`src/rtl/sdwiPkg.sv`:
```
package sdwiPkg;

  typedef enum logic [1:0] {
    OP_WRITE = 2'd0,
    OP_READ  = 2'd1,
    OP_PRE   = 2'd2,
    OP_ACT   = 2'd3
  } reqOp_e;

  // {csN, rasN, casN, weN}
  localparam logic [3:0] CMD_NOP   = 4'b0111;
  localparam logic [3:0] CMD_ACT   = 4'b0011;
  localparam logic [3:0] CMD_READ  = 4'b0101;
  localparam logic [3:0] CMD_WRITE = 4'b0100;
  localparam logic [3:0] CMD_PRE   = 4'b0010;

  // Control-to-datapath strobes, all valid for the coming edge.
  typedef struct packed {
    logic loadWr;   // latch a new burst, drive beat 0 next cycle
    logic advance;  // drive the following beat next cycle
    logic capture;  // sample dqIn at this edge
  } strobe_t;

endpackage

```
`src/rtl/sdwiCtrl.sv`:
```
module sdwiCtrl
  import sdwiPkg::*;
#(
  parameter int BL    = 4,
  parameter int CL    = 2,
  parameter int TWR   = 2,
  parameter int TRP   = 3,
  parameter int NB    = 4,
  parameter int ROW_W = 11,
  parameter int COL_W = 8
) (
  input  logic                     clk,
  input  logic                     rst,
  input  logic                     reqValid,
  output logic                     reqReady,
  input  logic [1:0]               reqOp,
  input  logic [$clog2(NB)-1:0]    reqBank,
  input  logic                     reqAllBanks,
  input  logic [ROW_W-1:0]         reqRow,
  input  logic [COL_W-1:0]         reqCol,
  output logic [3:0]               cmd,
  output logic [$clog2(NB)-1:0]    sdBank,
  output logic [ROW_W-1:0]         sdAddr,
  output logic                     dqm,
  output logic                     dqOe,
  output strobe_t                  strobe
);

  localparam int BW  = $clog2(NB);
  localparam int BIW = (BL > 1) ? $clog2(BL) : 1;
  localparam int WGW = $clog2(TWR + 1);
  localparam int RGW = $clog2(TRP + 1);
  localparam int RCW = $clog2(CL + BL + 1);
  localparam logic [WGW-1:0] TWR_SAT = WGW'(TWR);
  localparam logic [WGW-1:0] TWR_M1  = WGW'(TWR - 1);
  localparam logic [RGW-1:0] TRP_SAT = RGW'(TRP);
  localparam logic [RGW-1:0] TRP_M1  = RGW'(TRP - 1);
  localparam logic [BIW-1:0] LAST_BEAT = BIW'(BL - 1);
  localparam logic [RCW-1:0] CAP_LO = RCW'(CL);
  localparam logic [RCW-1:0] CAP_HI = RCW'(CL + BL - 1);

  typedef enum logic [1:0] {ST_RUN, ST_PRE_WAIT, ST_ACT_WAIT, ST_RD_BUSY} state_e;

  state_e           state, stateN;
  logic [BIW-1:0]   beatIdx, beatIdxN;
  logic             dqOeN, dqmN, mask, maskN;
  logic [WGW-1:0]   wrGap;
  logic [RGW-1:0]   rpGap [NB];
  logic [RCW-1:0]   rdCnt, rdCntN;
  logic [3:0]       cmdN;
  logic [BW-1:0]    bankN, pendBank, pendBankN;
  logic [ROW_W-1:0] addrN, pendRow, pendRowN;
  logic             pendAll, pendAllN;
  logic             accept, beatRemains, preGo, actGoReq, actGoPend;
  logic [NB-1:0]    preHit;

  assign reqReady    = (state == ST_RUN);
  assign accept      = reqValid && reqReady;
  assign beatRemains = dqOe && (beatIdx != LAST_BEAT);
  assign preGo       = (wrGap >= TWR_M1);
  assign actGoReq    = (rpGap[reqBank] >= TRP_M1);
  assign actGoPend   = (rpGap[pendBank] >= TRP_M1);

  always_comb begin
    stateN    = state;
    cmdN      = CMD_NOP;
    bankN     = sdBank;
    addrN     = sdAddr;
    dqmN      = 1'b0;
    dqOeN     = 1'b0;
    beatIdxN  = beatIdx;
    maskN     = mask;
    pendBankN = pendBank;
    pendRowN  = pendRow;
    pendAllN  = pendAll;
    rdCntN    = rdCnt;
    strobe    = '0;
    strobe.capture = (state == ST_RD_BUSY) && (rdCnt >= CAP_LO) && (rdCnt <= CAP_HI);
    if (accept) begin
      pendBankN = reqBank;
      pendRowN  = reqRow;
      pendAllN  = reqAllBanks;
      unique case (reqOp_e'(reqOp))
        OP_WRITE: begin
          cmdN = CMD_WRITE; bankN = reqBank; addrN = ROW_W'(reqCol);
          strobe.loadWr = 1'b1; dqOeN = 1'b1; beatIdxN = '0;
        end
        OP_READ: begin
          cmdN = CMD_READ; bankN = reqBank; addrN = ROW_W'(reqCol);
          rdCntN = '0; stateN = ST_RD_BUSY;
        end
        OP_PRE: begin
          maskN = beatRemains;
          dqmN  = beatRemains;
          if (preGo) begin
            cmdN = CMD_PRE; bankN = reqBank;
            addrN = '0; addrN[10] = reqAllBanks;
          end else begin
            stateN = ST_PRE_WAIT;
          end
        end
        OP_ACT: begin
          if (actGoReq) begin
            cmdN = CMD_ACT; bankN = reqBank; addrN = reqRow;
          end else begin
            stateN = ST_ACT_WAIT;
          end
        end
        default: ;
      endcase
    end else begin
      unique case (state)
        ST_RUN: begin
          if (beatRemains) begin
            strobe.advance = 1'b1; dqOeN = 1'b1; beatIdxN = beatIdx + 1'b1;
          end
        end
        ST_PRE_WAIT: begin
          dqmN = mask;
          if (preGo) begin
            cmdN = CMD_PRE; bankN = pendBank;
            addrN = '0; addrN[10] = pendAll;
            stateN = ST_RUN;
          end
        end
        ST_ACT_WAIT: begin
          if (actGoPend) begin
            cmdN = CMD_ACT; bankN = pendBank; addrN = pendRow;
            stateN = ST_RUN;
          end
        end
        ST_RD_BUSY: begin
          rdCntN = rdCnt + 1'b1;
          if (rdCnt == CAP_HI) stateN = ST_RUN;
        end
        default: ;
      endcase
    end
  end

  always_comb begin
    for (int b = 0; b < NB; b++) begin
      preHit[b] = (cmdN == CMD_PRE) && (addrN[10] || (bankN == BW'(b)));
    end
  end

  always_ff @(posedge clk) begin
    if (rst) begin
      state <= ST_RUN; cmd <= CMD_NOP; sdBank <= '0; sdAddr <= '0;
      dqm <= 1'b0; dqOe <= 1'b0; beatIdx <= '0; mask <= 1'b0;
      pendBank <= '0; pendRow <= '0; pendAll <= 1'b0; rdCnt <= '0;
      wrGap <= TWR_SAT;
    end else begin
      state <= stateN; cmd <= cmdN; sdBank <= bankN; sdAddr <= addrN;
      dqm <= dqmN; dqOe <= dqOeN; beatIdx <= beatIdxN; mask <= maskN;
      pendBank <= pendBankN; pendRow <= pendRowN; pendAll <= pendAllN;
      rdCnt <= rdCntN;
      if (dqOeN) wrGap <= '0;
      else if (wrGap < TWR_SAT) wrGap <= wrGap + 1'b1;
    end
  end

  for (genvar g = 0; g < NB; g++) begin : gRpGap
    always_ff @(posedge clk) begin
      if (rst) rpGap[g] <= TRP_SAT;
      else if (preHit[g]) rpGap[g] <= '0;
      else if (rpGap[g] < TRP_SAT) rpGap[g] <= rpGap[g] + 1'b1;
    end
  end

  // a write command always carries beat 0 on the bus
  p_write_beat0_r3: assert property (@(posedge clk) disable iff (rst)
    (cmd == CMD_WRITE) |-> (dqOe && beatIdx == '0));
  // bus is released on the read command cycle
  p_read_release_r5: assert property (@(posedge clk) disable iff (rst)
    (cmd == CMD_READ) |-> !dqOe);
  // precharge never lands inside write recovery
  p_pre_twr_r7: assert property (@(posedge clk) disable iff (rst)
    (cmd == CMD_PRE) |-> (wrGap >= TWR_SAT));
  // a masked cycle never drives data
  p_dqm_idle_bus_r8: assert property (@(posedge clk) disable iff (rst)
    dqm |-> !dqOe);
  // activate respects row precharge time of its bank
  p_act_trp_r9: assert property (@(posedge clk) disable iff (rst)
    (cmd == CMD_ACT) |-> (rpGap[sdBank] >= TRP_SAT));
  // no request is taken while a precharge is pending
  p_wait_blocks_r10: assert property (@(posedge clk) disable iff (rst)
    (state == ST_PRE_WAIT) |-> (!reqReady && cmd == CMD_NOP));

endmodule

```
`src/rtl/sdwiData.sv`:
```
module sdwiData
  import sdwiPkg::*;
#(
  parameter int DW = 16,
  parameter int BL = 4
) (
  input  logic             clk,
  input  logic             rst,
  input  strobe_t          strobe,
  input  logic [BL*DW-1:0] reqWrData,
  input  logic [DW-1:0]    dqIn,
  output logic [DW-1:0]    dqOut,
  output logic [DW-1:0]    rdData,
  output logic             rdValid
);

  localparam int BIW = (BL > 1) ? $clog2(BL) : 1;

  logic [DW-1:0]  wrBuf [BL];
  logic [BIW-1:0] nextBeat;

  for (genvar i = 0; i < BL; i++) begin : gBuf
    always_ff @(posedge clk) begin
      if (rst) wrBuf[i] <= '0;
      else if (strobe.loadWr) wrBuf[i] <= reqWrData[i*DW +: DW];
    end
  end

  always_ff @(posedge clk) begin
    if (rst) begin
      dqOut <= '0; nextBeat <= '0; rdData <= '0; rdValid <= 1'b0;
    end else begin
      if (strobe.loadWr) begin
        dqOut    <= reqWrData[DW-1:0];
        nextBeat <= BIW'(1);
      end else if (strobe.advance) begin
        dqOut    <= wrBuf[nextBeat];
        nextBeat <= nextBeat + 1'b1;
      end
      rdValid <= strobe.capture;
      if (strobe.capture) rdData <= dqIn;
    end
  end

  // a new burst and a continuing beat are never requested together
  p_load_xor_advance_r3: assert property (@(posedge clk) disable iff (rst)
    !(strobe.loadWr && strobe.advance));

endmodule

```
`src/rtl/sdramWrIntrSeq.sv`:
```
module sdramWrIntrSeq
  import sdwiPkg::*;
#(
  parameter int DW    = 16,
  parameter int BL    = 4,
  parameter int CL    = 2,
  parameter int TWR   = 2,
  parameter int TRP   = 3,
  parameter int NB    = 4,
  parameter int ROW_W = 11,
  parameter int COL_W = 8
) (
  input  logic                  clk,
  input  logic                  rst,
  input  logic                  reqValid,
  output logic                  reqReady,
  input  logic [1:0]            reqOp,
  input  logic [$clog2(NB)-1:0] reqBank,
  input  logic                  reqAllBanks,
  input  logic [ROW_W-1:0]      reqRow,
  input  logic [COL_W-1:0]      reqCol,
  input  logic [BL*DW-1:0]      reqWrData,
  output logic                  csN,
  output logic                  rasN,
  output logic                  casN,
  output logic                  weN,
  output logic [$clog2(NB)-1:0] sdBank,
  output logic [ROW_W-1:0]      sdAddr,
  output logic                  dqm,
  output logic [DW-1:0]         dqOut,
  output logic                  dqOe,
  input  logic [DW-1:0]         dqIn,
  output logic [DW-1:0]         rdData,
  output logic                  rdValid
);

  strobe_t    strobe;
  logic [3:0] cmd;

  assign {csN, rasN, casN, weN} = cmd;

  sdwiCtrl #(
    .BL(BL), .CL(CL), .TWR(TWR), .TRP(TRP), .NB(NB), .ROW_W(ROW_W), .COL_W(COL_W)
  ) uCtrl (
    .clk(clk), .rst(rst), .reqValid(reqValid), .reqReady(reqReady),
    .reqOp(reqOp), .reqBank(reqBank), .reqAllBanks(reqAllBanks),
    .reqRow(reqRow), .reqCol(reqCol), .cmd(cmd), .sdBank(sdBank),
    .sdAddr(sdAddr), .dqm(dqm), .dqOe(dqOe), .strobe(strobe)
  );

  sdwiData #(.DW(DW), .BL(BL)) uData (
    .clk(clk), .rst(rst), .strobe(strobe), .reqWrData(reqWrData),
    .dqIn(dqIn), .dqOut(dqOut), .rdData(rdData), .rdValid(rdValid)
  );

  initial begin
    assert (ROW_W >= 11 && COL_W <= 10 && TWR >= 1 && TRP >= 1 && CL >= 1 && BL >= 1)
      else $error("sdramWrIntrSeq: unsupported parameter set");
  end

endmodule

```
`config.mk`:
```
export PLATFORM = sky130hd
export DESIGN_NAME = sdramWrIntrSeq
export DESIGN_NICKNAME = d
export VERILOG_FILES = /design/src/rtl/sdwiPkg.sv /design/src/rtl/sdwiCtrl.sv /design/src/rtl/sdwiData.sv /design/src/rtl/sdramWrIntrSeq.sv
export SDC_FILE = /design/constraint.sdc
export NUM_CORES = 1
export LEC_CHECK = 0
export ABC_AREA = 1
export CORE_UTILIZATION = 51
export CTS_BUF_LIST = sky130_fd_sc_hd__clkbuf_8 sky130_fd_sc_hd__clkbuf_16
export DETAILED_ROUTE_END_ITERATION = 10
export PLACE_DENSITY = 0.8
export SETUP_SLACK_MARGIN = 0.3
export SYNTH_ARGS = -nofsm -noshare
export SYNTH_HDL_FRONTEND = slang
export SYNTH_HIERARCHICAL = 1
export SYNTH_SLANG_ARGS = --single-unit
```
`constraint.sdc`:
```
create_clock -name clk -period 4.5 [get_ports clk]
set_input_delay 0.9 -clock clk [delete_from_list [all_inputs] [get_ports clk]]
set_output_delay 0.9 -clock clk [all_outputs]
set_load 0.02 [all_outputs]
```
==> metrics.txt, run 1 <==
outcome=finished clean; gr usage total=24.5%; sequential power share=43.9%; Hold Path Depth=2; Clk pin slew, worst setup/hold paths=0.06 ns; Fmax=315 MHz; global-route wire length before repair=28300 um; P_leak=4.17 nW; Longest Clk Path Bufs=2; top cells by area, synth=edfxtp_1 29%, dfxtp_1 21%, nand2_1 9.5%; Crit-path slowest cell=clkdlybuf4s50_1; worst-margin pin slew=1.04 ns; RD Place Congestion=0.866; setup_tns=0 ns; clock skew=0.00871 ns; # DRC=0; CP Depth=7; fin area=0.00954 mm2; cell taking the most area after synthesis=edfxtp_1; Mapped Cells=918; initial detailed-routing violation count=572; # diodes=0; Worst R2R Start=uCtrl/state[1]; worst path required time=4.60 ns; post-DP HPWL=12300 um; WP data arrival=3.28 ns; CP Class=input port to register; syn_nets=1037; I/O Buffers=158; M3 GR Usage=4.23%; Die Y=122 um; core area=0.0140 mm2; NetSw=0.00111 W; vias per cell=5.11; Peak VDD IR=0.218 mV; Comb power frac=22.5%; drt wl/cell=14.3 um; sequential share of the synthesized area=50.6%; GR Overflow Total=0; I/O pins=160; number of global-route vias before repair=5959; Design Power=0.00381 W; number of synthesized flops with an enable pin=72; met2 usage=43.5%; CP top delay family=buffers and inverters; antenna viol nets, final=0; total number of vias=6399; CP max FO=51; Clock power frac=33.7%; R2R setup slack=1.55 ns; Synth cell types=39; die width=122 um; die area=0.0150 mm2; Reg2Reg Depth=9; CTS root buf=clkbuf_16; total wire length=17900 um; layout cells sized above 1=7.74%; hold path endpoint=uCtrl/pendAll; clock buffer count from CTS=17; syn avg cell area=8.06 um2; maxcap violations=0; most frequent cell after synthesis=nand2_1; crit path time final=3.18 ns; reg2reg end=uData/wrBuf[3][12]; Syn-to-layout area delta=29.0%; Relative slew margins=30.2%; crit start category=input port; Post-DP Area=0.00901 mm2; row count=43; setup violators final=0; Synth async-reset ratio=0%; CTS H-Tree Depth=4; Buf/Inv on CP=4; Worst Hold Class=register to register; final period utilization=70.6%; Post-Syn Area=0.00740 mm2; Min Hold Slack=0.454 ns; worst path cell trace=clkdlybuf4s50_1 -> nor2_4 -> nand2_1 -> inv_2 -> inv_1 -> nand2_2 -> buf_12; Initial Util=52.9%; Hold Startpoint=uCtrl/pendAll; total of cells resized after clock tree synthesis=0; CTS tree=yes; final worst slack=1.32 ns; CP Capture Type=register; Hold Buf Count CTS=0; GRT met1 Usage=29.6%; Sw Share=29.2%; Clock Latency Late Sink=0.42 ns; Synth warnings=6; hold violation total from the final report=0; Synth top area share=29.2%; DRT Pass-1 Iters=5; Clock Sinks=151; unrepaired setup endpoints after global routing=no; Pint=0.00270 W; max incr delay on CP=0.50 ns; Most Crowded Layer GR=met2; setup bufs post-CTS=0; Yosys reg bits=151; initial antenna violation count=0; post-place setup slack=0.939 ns; Nets=1179; Post-synth top flop=dfxtp_1; Final Max Slew Viols=0; Pwr Density=399 mW/mm2; largest net degree at the start of global routing=56; top post-synthesis cells by count=188 x nand2_1, 145 x inv_1, 122 x nor2_1
==> worst reg2reg max path: cells and delay by family, from the launching register on <==
kind	cells	cell delay, ns
and+or+nand+nor	4	1.02
buffers and inverters	4	1.00
DFF	1	0.34
adders and majority gates	1	0.23
==> worst max path at each step <==
stage	startpoint	slack, ns	to
2_1_floorplan	reqValid	0.95	uData/wrBuf[0][0]
3_3_place_gp	reqValid	0.99	uData/wrBuf[2][8]
3_5_place_dp	reqOp[1]	0.94	uData/wrBuf[3][14]
4_1_cts	reqOp[1]	1.37	uData/wrBuf[3][14]
5_1_grt	reqOp[1]	1.14	uData/wrBuf[1][1]
6_report	reqOp[1]	1.32	uData/wrBuf[3][12]
==> area by class of cell <==
cell class                 count  area [um2]
tap                          180         225
multi-input combinational    569        2810
fill                        1134        4450
clock buffer                  18         439
timing repair buffer         164        1630
clock inverter                14        93.8
sequential                   151        3740
inverter                     157         597
==> power by group through the flow <==
stage               clock (W)  sequential (W)  combinational (W)
global route          0.00135         0.00168           0.000948
finish                0.00128         0.00167           0.000855
detailed placement          0         0.00170           0.000845
floorplan                   0         0.00172           0.000521
global placement            0         0.00169           0.000823
CTS                   0.00130         0.00167           0.000852
==> per-layer routing <==
layer / wire, um / vias up
met1: 7470 / 2974
met4: 322 / 0
met2: 9190 / 180
met5: 0 / -
met3: 881 / 25
li1: - / 3220
==> cell usage in the layout, fill, tap and decap left out, types with 5 or more instances in the layout <==
cell type        count
o21ai_1             16
nand3_1             65
a22oi_1              6
nor2_2               8
nand2_2             14
nand4_1              5
edfxtp_1            72
o21ai_0             28
a21boi_0             6
a221oi_1             8
inv_2                8
a21oi_1             48
ha_1                12
inv_1              149
buf_4                5
dfxtp_1             79
clkdlybuf4s50_1    157
nor2_1             122
clkbuf_16           17
o211ai_1             8
nand2_1            187
a31oi_1              5
==> flip-flops by register name (all words and copies together) (netlist names), 2 cells and up, named ones only <==
name            cells
uCtrl/pendBank      2
uCtrl/sdBank        2
uData/dqOut        16
uCtrl/state         2
uCtrl/cmd           3
uData/rdData       16
uData/nextBeat      2
uData/wrBuf        64
uCtrl/sdAddr       11
uCtrl/rpGap         8
uCtrl/beatIdx       2
uCtrl/pendRow      11
uCtrl/wrGap         2
uCtrl/rdCnt         3
==> stage by stage <==
stage          cells  utilization (%)
2_1_floorplan    918                -
3_3_place_gp    1221             64.4
3_5_place_dp    1221             64.4
4_1_cts         1253             68.2
5_1_grt         1253             68.2
6_report        1253             68.2
==> kinds of logic (layout without fill, tap and decap cells) <==
| family | Yosys count | in the layout | share of synthesized area (%) |
|---|---|---|---|
| other | 1 | 1 | 0.0507 |
| DFF | 151 | 151 | 50.6 |
| and+or+nand+nor | 421 | 421 | 25.0 |
| buffers and inverters | 198 | 353 | 11.5 |
| AOI/OAI and AO/OA | 135 | 135 | 10.8 |
| adders and majority gates | 12 | 12 | 2.03 |
No activity file was read; power rests on OpenSTA's default activity.
==> run 2, diff against run 1 <==
--- a/config.mk
+++ b/config.mk
@@ -6,10 +6,10 @@
 export NUM_CORES = 1
 export LEC_CHECK = 0
 export ABC_AREA = 1
-export CORE_UTILIZATION = 51
+export CORE_UTILIZATION = 46
 export CTS_BUF_LIST = sky130_fd_sc_hd__clkbuf_8 sky130_fd_sc_hd__clkbuf_16
 export DETAILED_ROUTE_END_ITERATION = 10
-export PLACE_DENSITY = 0.8
+export PLACE_DENSITY = 0.76
 export SETUP_SLACK_MARGIN = 0.3
 export SYNTH_ARGS = -nofsm -noshare
 export SYNTH_HDL_FRONTEND = slang
==> constraint.sdc (replaced) <==
create_clock -name clk -period 2.55 [get_ports clk]
set_input_delay 0.51 -clock clk [delete_from_list [all_inputs] [get_ports clk]]
set_output_delay 0.51 -clock clk [all_outputs]
set_load 0.02 [all_outputs]
==> run 2 against run 1 <==
Compared with the run above: total power increased by 87%; global-route usage fell by 0.17 points; sequential power is 76% higher; sequential share of layout area decreased by 1.8 points; worst hold slack worse by 0.040 ns; register-to-register slack got worse by 1.1 ns; cell count increased by 5.2%; routed wire length up 7.3%; combinational power up 92%; critical path type is now register to output port; highest routed layer unchanged; clock power rose by 98%; count of clock-buffer cells in the layout increased by 1.
==> metrics.txt, run 2 (synthesis gave the netlist of run 1 again) <==
max incr delay on CP=0.60 ns (was 0.50 ns); CP max FO=4 (was 51); Final Max Slew Viols=0 (unchanged); Sw Share=28.3% (was 29.2%); gr usage total=24.3% (was 24.5%); hold violation total from the final report=0 (unchanged); setup_tns=0 ns (unchanged); layout cells sized above 1=11.1% (was 7.74%); die width=129 um (was 122 um); antenna viol nets, final=0 (unchanged); Clock power frac=35.7% (was 33.7%); Fmax=473 MHz; DRT Pass-1 Iters=5 (unchanged); Register Area=0.00374 mm2 (unchanged); Relative slew margins=51.5% (was 30.2%); Hold Path Depth=2 (unchanged); worst-margin pin slew=0.721 ns (was 1.04 ns); Syn-to-layout area delta=35.2% (was 29.0%); Fillers=1286 (was 1134); crit start category=register (was input port); initial detailed-routing violation count=560 (was 572); I/O Buffers=158 (unchanged); final core utilization=64.8% (was 68.2%); Crit-path slowest cell=clkdlybuf4s50_1 (unchanged); P_leak=4.40 nW (was 4.17 nW); Clock Sinks=151 (unchanged); sequential power share=41.3% (was 43.9%); final period utilization=83.0%; worst path required time=2.04 ns (was 4.60 ns); outcome=finished clean (unchanged); CP Capture Type=output port (was register); Longest Clk Path Bufs=2 (unchanged); Die Y=129 um (was 122 um); core area=0.0154 mm2 (was 0.0140 mm2); most frequent cells in the layout=186 x nand2_1, 156 x clkdlybuf4s50_1, 147 x inv_1 (was 187 x nand2_1, 157 x clkdlybuf4s50_1, 149 x inv_1); Comb power frac=23.0% (was 22.5%); Initial Util=47.9% (was 52.9%); clock skew=0.0116 ns (was 0.00871 ns); max reg flops=64 (unchanged); total wire length=19200 um (was 17900 um); Worst Hold Class=input port to register (was register to register); # DRC=0 (unchanged); final worst slack=0.435 ns (was 1.32 ns); drt wl/cell=14.5 um (was 14.3 um); die area=0.0166 mm2 (was 0.0150 mm2); global-route wire length before repair=31300 um (was 28300 um); Peak VDD IR=0.588 mV (was 0.218 mV); largest net degree at the start of global routing=39 (was 56); Top reg by flops=uData/wrBuf (unchanged); row count=45 (was 43); Pwr Density=712 mW/mm2 (was 399 mW/mm2); number of global-route vias before repair=6508 (was 5959); total number of vias=6595 (was 6399); Clock Latency Late Sink=0.42 ns (about the same); GRT met1 Usage=29.9% (was 29.6%); maxcap violations=0 (unchanged); CTS H-Tree Depth=4 (unchanged); Pint=0.00510 W (was 0.00270 W); WP data arrival=1.61 ns (was 3.28 ns); initial antenna violation count=0 (unchanged); post-place setup slack=-0.116 ns (was 0.939 ns); I/O pins=160 (unchanged); M3 GR Usage=4.91% (was 4.23%); Largest regs=uData/wrBuf: 64 flops, uData/dqOut: 16 flops, uData/rdData: 16 flops (unchanged); leading cell type in the layout, fill and taps excluded=nand2_1 (unchanged); CTS root buf=clkbuf_16 (unchanged); vias per cell=5.00 (was 5.11); RD Place Congestion=0.869 (was 0.866); clock buffer count from CTS=17 (unchanged); Reg2Reg Depth=14 (was 9); setup violators final=0 (unchanged); worst path cell trace=inv_2 -> ha_4 -> clkdlybuf4s50_1 (was clkdlybuf4s50_1 -> nor2_4 -> nand2_1 -> inv_2 -> inv_1 -> nand2_2 -> buf_12); NetSw=0.00201 W (was 0.00111 W); GR Overflow Total=0 (unchanged); Clk pin slew, worst setup/hold paths=0.05 ns (was 0.06 ns); Nets=1213 (was 1179); crit path time final=2.12 ns; Most Crowded Layer GR=met2 (unchanged); Min Hold Slack=0.414 ns (was 0.454 ns); met2 usage=42.2% (was 43.5%); # diodes=0 (unchanged); Multi-input gate area=0.00287 mm2 (was 0.00281 mm2); unrepaired setup endpoints after global routing=no (unchanged); post-DP HPWL=13300 um (was 12300 um); CTS tree=yes (unchanged); CP Class=register to output port (was input port to register)
[run 2: changes by cell type in the layout (fill, tap and decap cells not counted), sizes merged]
cell / previous run / this run
clkdlybuf4s50: 157 / 156
clkinv: 7 / 4
dlymetal6s2s: 0 / 1
buf: 7 / 39
clkbuf: 18 / 19
bufinv: 1 / 3
nand2: 203 / 204
nor3: 5 / 6
[run 2: final timing paths]
| path | from | endpoint | slack [ns] |
|---|---|---|---|
| hold reg to reg | uCtrl/pendRow[2] | uCtrl/pendRow[2] | 0.46 |
| setup reg to reg | uCtrl/state[0] | uCtrl/rpGap[1][0] | 0.46 |
| setup / recovery | uCtrl/state[0] | reqReady | 0.43 |
| hold / removal | rst | uCtrl/pendRow[9] | 0.41 |
[run 2: layout make-up]
cell class / instances / area share [%]
inverter: 157 / 6.03
clock inverter: 13 / 1.40
multi-input combinational: 571 / 28.7
timing repair buffer: 196 / 19.1
clock buffer: 19 / 4.64
sequential: 151 / 37.4
tap: 211 / 2.64
[run 2: timing repair]
item	CTS	global route
endpoints found under the setup margin	57	86
hold buffers	0	0
pin swaps	0	1
gates resized for setup	4	5
gates cloned	1	1
buffers inserted	1	0
[run 2: worst max-delay path, delay by kind of cell (launching register included)]
family	cells	cell delay, ns
adders and majority gates	1	0.16
buffers and inverters	2	0.69
DFF	1	0.34
[run 2: stage by stage]
stage	area, um2	instances	total power, W
after floorplan	7420	918	0.00396
after global placement	9340	1283	0.00454
after detailed placement	9340	1283	0.00457
after CTS	9980	1317	0.00711
after global routing	10000	1318	0.00746
final	10000	1318	0.00712
[run 2: layer usage]
layer / vias to the layer above / routed length (um)
met5: - / 0
li1: 3304 / -
met1: 3020 / 8170
met4: 0 / 424
met2: 239 / 9430
met3: 32 / 1130
[run 2: power by group through the flow]
stage	Combinational [W]	Clock (W)	Sequential, W
5_1_grt	0.00181	0.00268	0.00297
4_1_cts	0.00161	0.00257	0.00294
2_1_floorplan	0.000925	0	0.00303
3_3_place_gp	0.00155	0	0.00298
3_5_place_dp	0.00158	0	0.00299
6_report	0.00164	0.00254	0.00294
==> run 3, diff against run 2 <==
==> constraint.sdc (replaced) <==
create_clock -name clk -period 1.9 [get_ports clk]
set_input_delay 0.38 -clock clk [delete_from_list [all_inputs] [get_ports clk]]
set_output_delay 0.38 -clock clk [all_outputs]
set_load 0.02 [all_outputs]
==> run 3 against run 2 <==
Compared with the run above: the run now ends with setup timing left; highest routed layer unchanged; critical path depth increased by 9; first-iteration DRC count increased by 56%; critical path type is now register to register; core utilization increased by 14 points; largest power group unchanged; sequential power increased by 36%.
==> metrics.txt, run 3 (synthesis gave the netlist of run 1 again) <==
Fmax=492 MHz; CP endpoint=uCtrl/sdAddr[8] (was reqReady); leading cell type in the layout, fill and taps excluded=nand2_1 (unchanged); Largest regs=uData/wrBuf: 64 flops, uData/dqOut: 16 flops, uData/rdData: 16 flops (unchanged); crit start category=register (unchanged); Clock Sinks=151 (unchanged); Clock Latency Late Sink=0.42 ns (about the same); worst path cell trace=inv_4 -> ha_4 -> nand2_4 -> buf_6 -> nor2_4 -> inv_2 -> o211ai_4 -> nor3_4 -> buf_12 -> buf_8 -> buf_16 -> a31oi_1 (was inv_2 -> ha_4 -> clkdlybuf4s50_1); outcome=finished with violations (was finished clean); failing checks=setup timing; core area=0.0154 mm2 (unchanged); crit path time final=2.03 ns; WP data arrival=2.37 ns (was 1.61 ns); drt wl/cell=19.0 um (was 14.5 um); # diodes=0 (unchanged); reg2reg end=uCtrl/sdAddr[8] (was uCtrl/rpGap[1][0]); CTS H-Tree Depth=4 (unchanged); CP Capture Type=register (was output port); post-place setup slack=-0.411 ns (was -0.116 ns); clock skew=0.00810 ns (was 0.0116 ns); Die Y=129 um (unchanged); Syn-to-layout area delta=64.0% (was 35.2%); Worst R2R Start=uCtrl/state[1] (was uCtrl/state[0]); layout cells sized above 1=32.1% (was 11.1%); Clk pin slew, worst setup/hold paths=0.06 ns (was 0.05 ns); CP Class=register to register (was register to output port); antenna viol nets, final=0 (unchanged); Longest Clk Path Bufs=2 (unchanged); largest net degree at the start of global routing=35 (was 39); final worst slack=-0.134 ns (was 0.435 ns); DRT Pass-1 Iters=5 (unchanged); Peak VDD IR=0.684 mV (was 0.588 mV); final period utilization=107%; I/O pins=160 (unchanged); Crit-path slowest cell=dfxtp_4 (was clkdlybuf4s50_1); global-route wire length before repair=33400 um (was 31300 um); hold violation total from the final report=0 (unchanged); clock buffer count from CTS=17 (unchanged); Pwr Density=909 mW/mm2 (was 712 mW/mm2); Final Max Slew Viols=0 (unchanged); die area=0.0166 mm2 (unchanged); max reg flops=64 (unchanged); maxcap violations=0 (unchanged); vias per cell=5.51 (was 5.00); CTS tree=yes (unchanged); Fillers=871 (was 1286); I/O Buffers=158 (unchanged); P_leak=5.42 nW (was 4.40 nW); CP max FO=5 (was 4); Nets=1304 (was 1213); max incr delay on CP=0.37 ns (was 0.60 ns); R2R setup slack=-0.13 ns (was 0.46 ns); total wire length=26800 um (was 19200 um); Initial Util=47.9% (unchanged); most frequent cells in the layout=151 x nand2_1, 131 x inv_1, 104 x clkdlybuf4s50_1 (was 186 x nand2_1, 156 x clkdlybuf4s50_1, 147 x inv_1); CTS root buf=clkbuf_16 (unchanged); Worst Hold Class=input port to register (unchanged); RD Place Congestion=0.885 (was 0.869); GR Overflow Total=0 (unchanged); Reg2Reg Depth=12 (was 14); die width=129 um (unchanged); Min Hold Slack=0.317 ns (was 0.414 ns); gr usage total=26.3% (was 24.3%); initial antenna violation count=0 (unchanged); post-DP HPWL=13800 um (was 13300 um); unrepaired setup endpoints after global routing=yes (was no); # DRC=0 (unchanged); total number of vias=7758 (was 6595); Top reg by flops=uData/wrBuf (unchanged); Hold Buf Count CTS=0 (unchanged); CP startpoint=uCtrl/state[1] (was uCtrl/state[0]); initial detailed-routing violation count=876 (was 560); setup violators final=77 (was 0); worst path required time=2.24 ns (was 2.04 ns); number of global-route vias before repair=6910 (was 6508); row count=45 (unchanged)
-- run 3: changes by cell type in the layout (fill, tap and decap cells not counted), sizes merged --
| cell | change |
|---|---|
| bufinv | +1 |
| clkdlybuf4s15 | +1 |
| inv | -5 |
| nor2 | +2 |
| dlygate4sd2 | +47 |
| dlymetal6s2s | +2 |
| clkbuf | +8 |
| nor3 | -1 |
| clkinvlp | +2 |
| clkinv | +4 |
| clkdlybuf4s50 | -52 |
| nand2 | +1 |
| buf | +81 |
-- run 3: critical path: cells and delay by family, from the launching register on --
family,cells,cell delay [ns]
AO/OA/AOI/OAI,2,0.38
adder cells (fa/ha/maj),1,0.21
buffers and inverters,6,0.70
flip-flops,1,0.37
AND/OR/NAND/NOR,3,0.30
-- run 3: layer usage --
metal,vias up,global-route usage (%),wire (um)
li1,3494,-,-
met1,3641,30.5,9570
met2,505,46.5,13700
met3,118,5.03,2160
met4,0,12.8,1380
met5,-,0,0
-- run 3: power breakdown --
group          total [W]  switching (W)  leakage, nW  internal, W
sequential       0.00399       0.000219         1.39      0.00377
clock            0.00362        0.00141        0.299      0.00220
combinational    0.00341        0.00187         3.73      0.00154
total             0.0110        0.00351         5.42      0.00752
-- run 3: per-stage QoR --
stage / instance area, um2 / util (%) / instances / total power, W / setup TNS, ns
after detailed placement: 9670 / 62.7 / 1309 / 0.00635 / -32.60
after CTS: 10700 / 69.6 / 1366 / 0.0102 / 0
after floorplan: 7510 / - / 918 / 0.00540 / -13.62
after global routing: 12100 / 78.6 / 1409 / 0.0114 / -8.20
final: 12100 / 78.6 / 1409 / 0.0110 / -3.47
after global placement: 9670 / 62.7 / 1309 / 0.00630 / -27.61
-- run 3: worst min-delay path by stage --
| stage | startpoint | to | slack, ns | depth (start not counted) |
|---|---|---|---|---|
| floorplan | uCtrl/pendAll | uCtrl/pendAll | 0.42 | 2 |
| global placement | uCtrl/pendRow[0] | uCtrl/pendRow[0] | 0.44 | 2 |
| detailed placement | uCtrl/pendRow[0] | uCtrl/pendRow[0] | 0.44 | 2 |
| CTS | rst | uCtrl/pendRow[4] | 0.31 | 2 |
| global route | rst | uCtrl/pendRow[5] | 0.33 | 2 |
| finish | rst | uCtrl/pendRow[4] | 0.32 | 2 |
-- run 3: layout make-up --
class	count	area, um2	share of cell area, %
clock buffer	17	425	3.51
clock inverter	15	200	1.65
inverter	157	624	5.15
multi-input combinational	573	3790	31.3
sequential	151	3760	31.0
tap	211	264	2.18
timing repair buffer	285	3070	25.3
-- run 3: repair_timing --
item | 4_1_cts | 5_1_grt
gates cloned | 6 | 14
setup endpoints to repair | 225 | 211
setup buffers | 19 | 29
pin swaps | 25 | 40
gates resized for setup | 96 | 263
hold endpoints to repair | 0 | 0
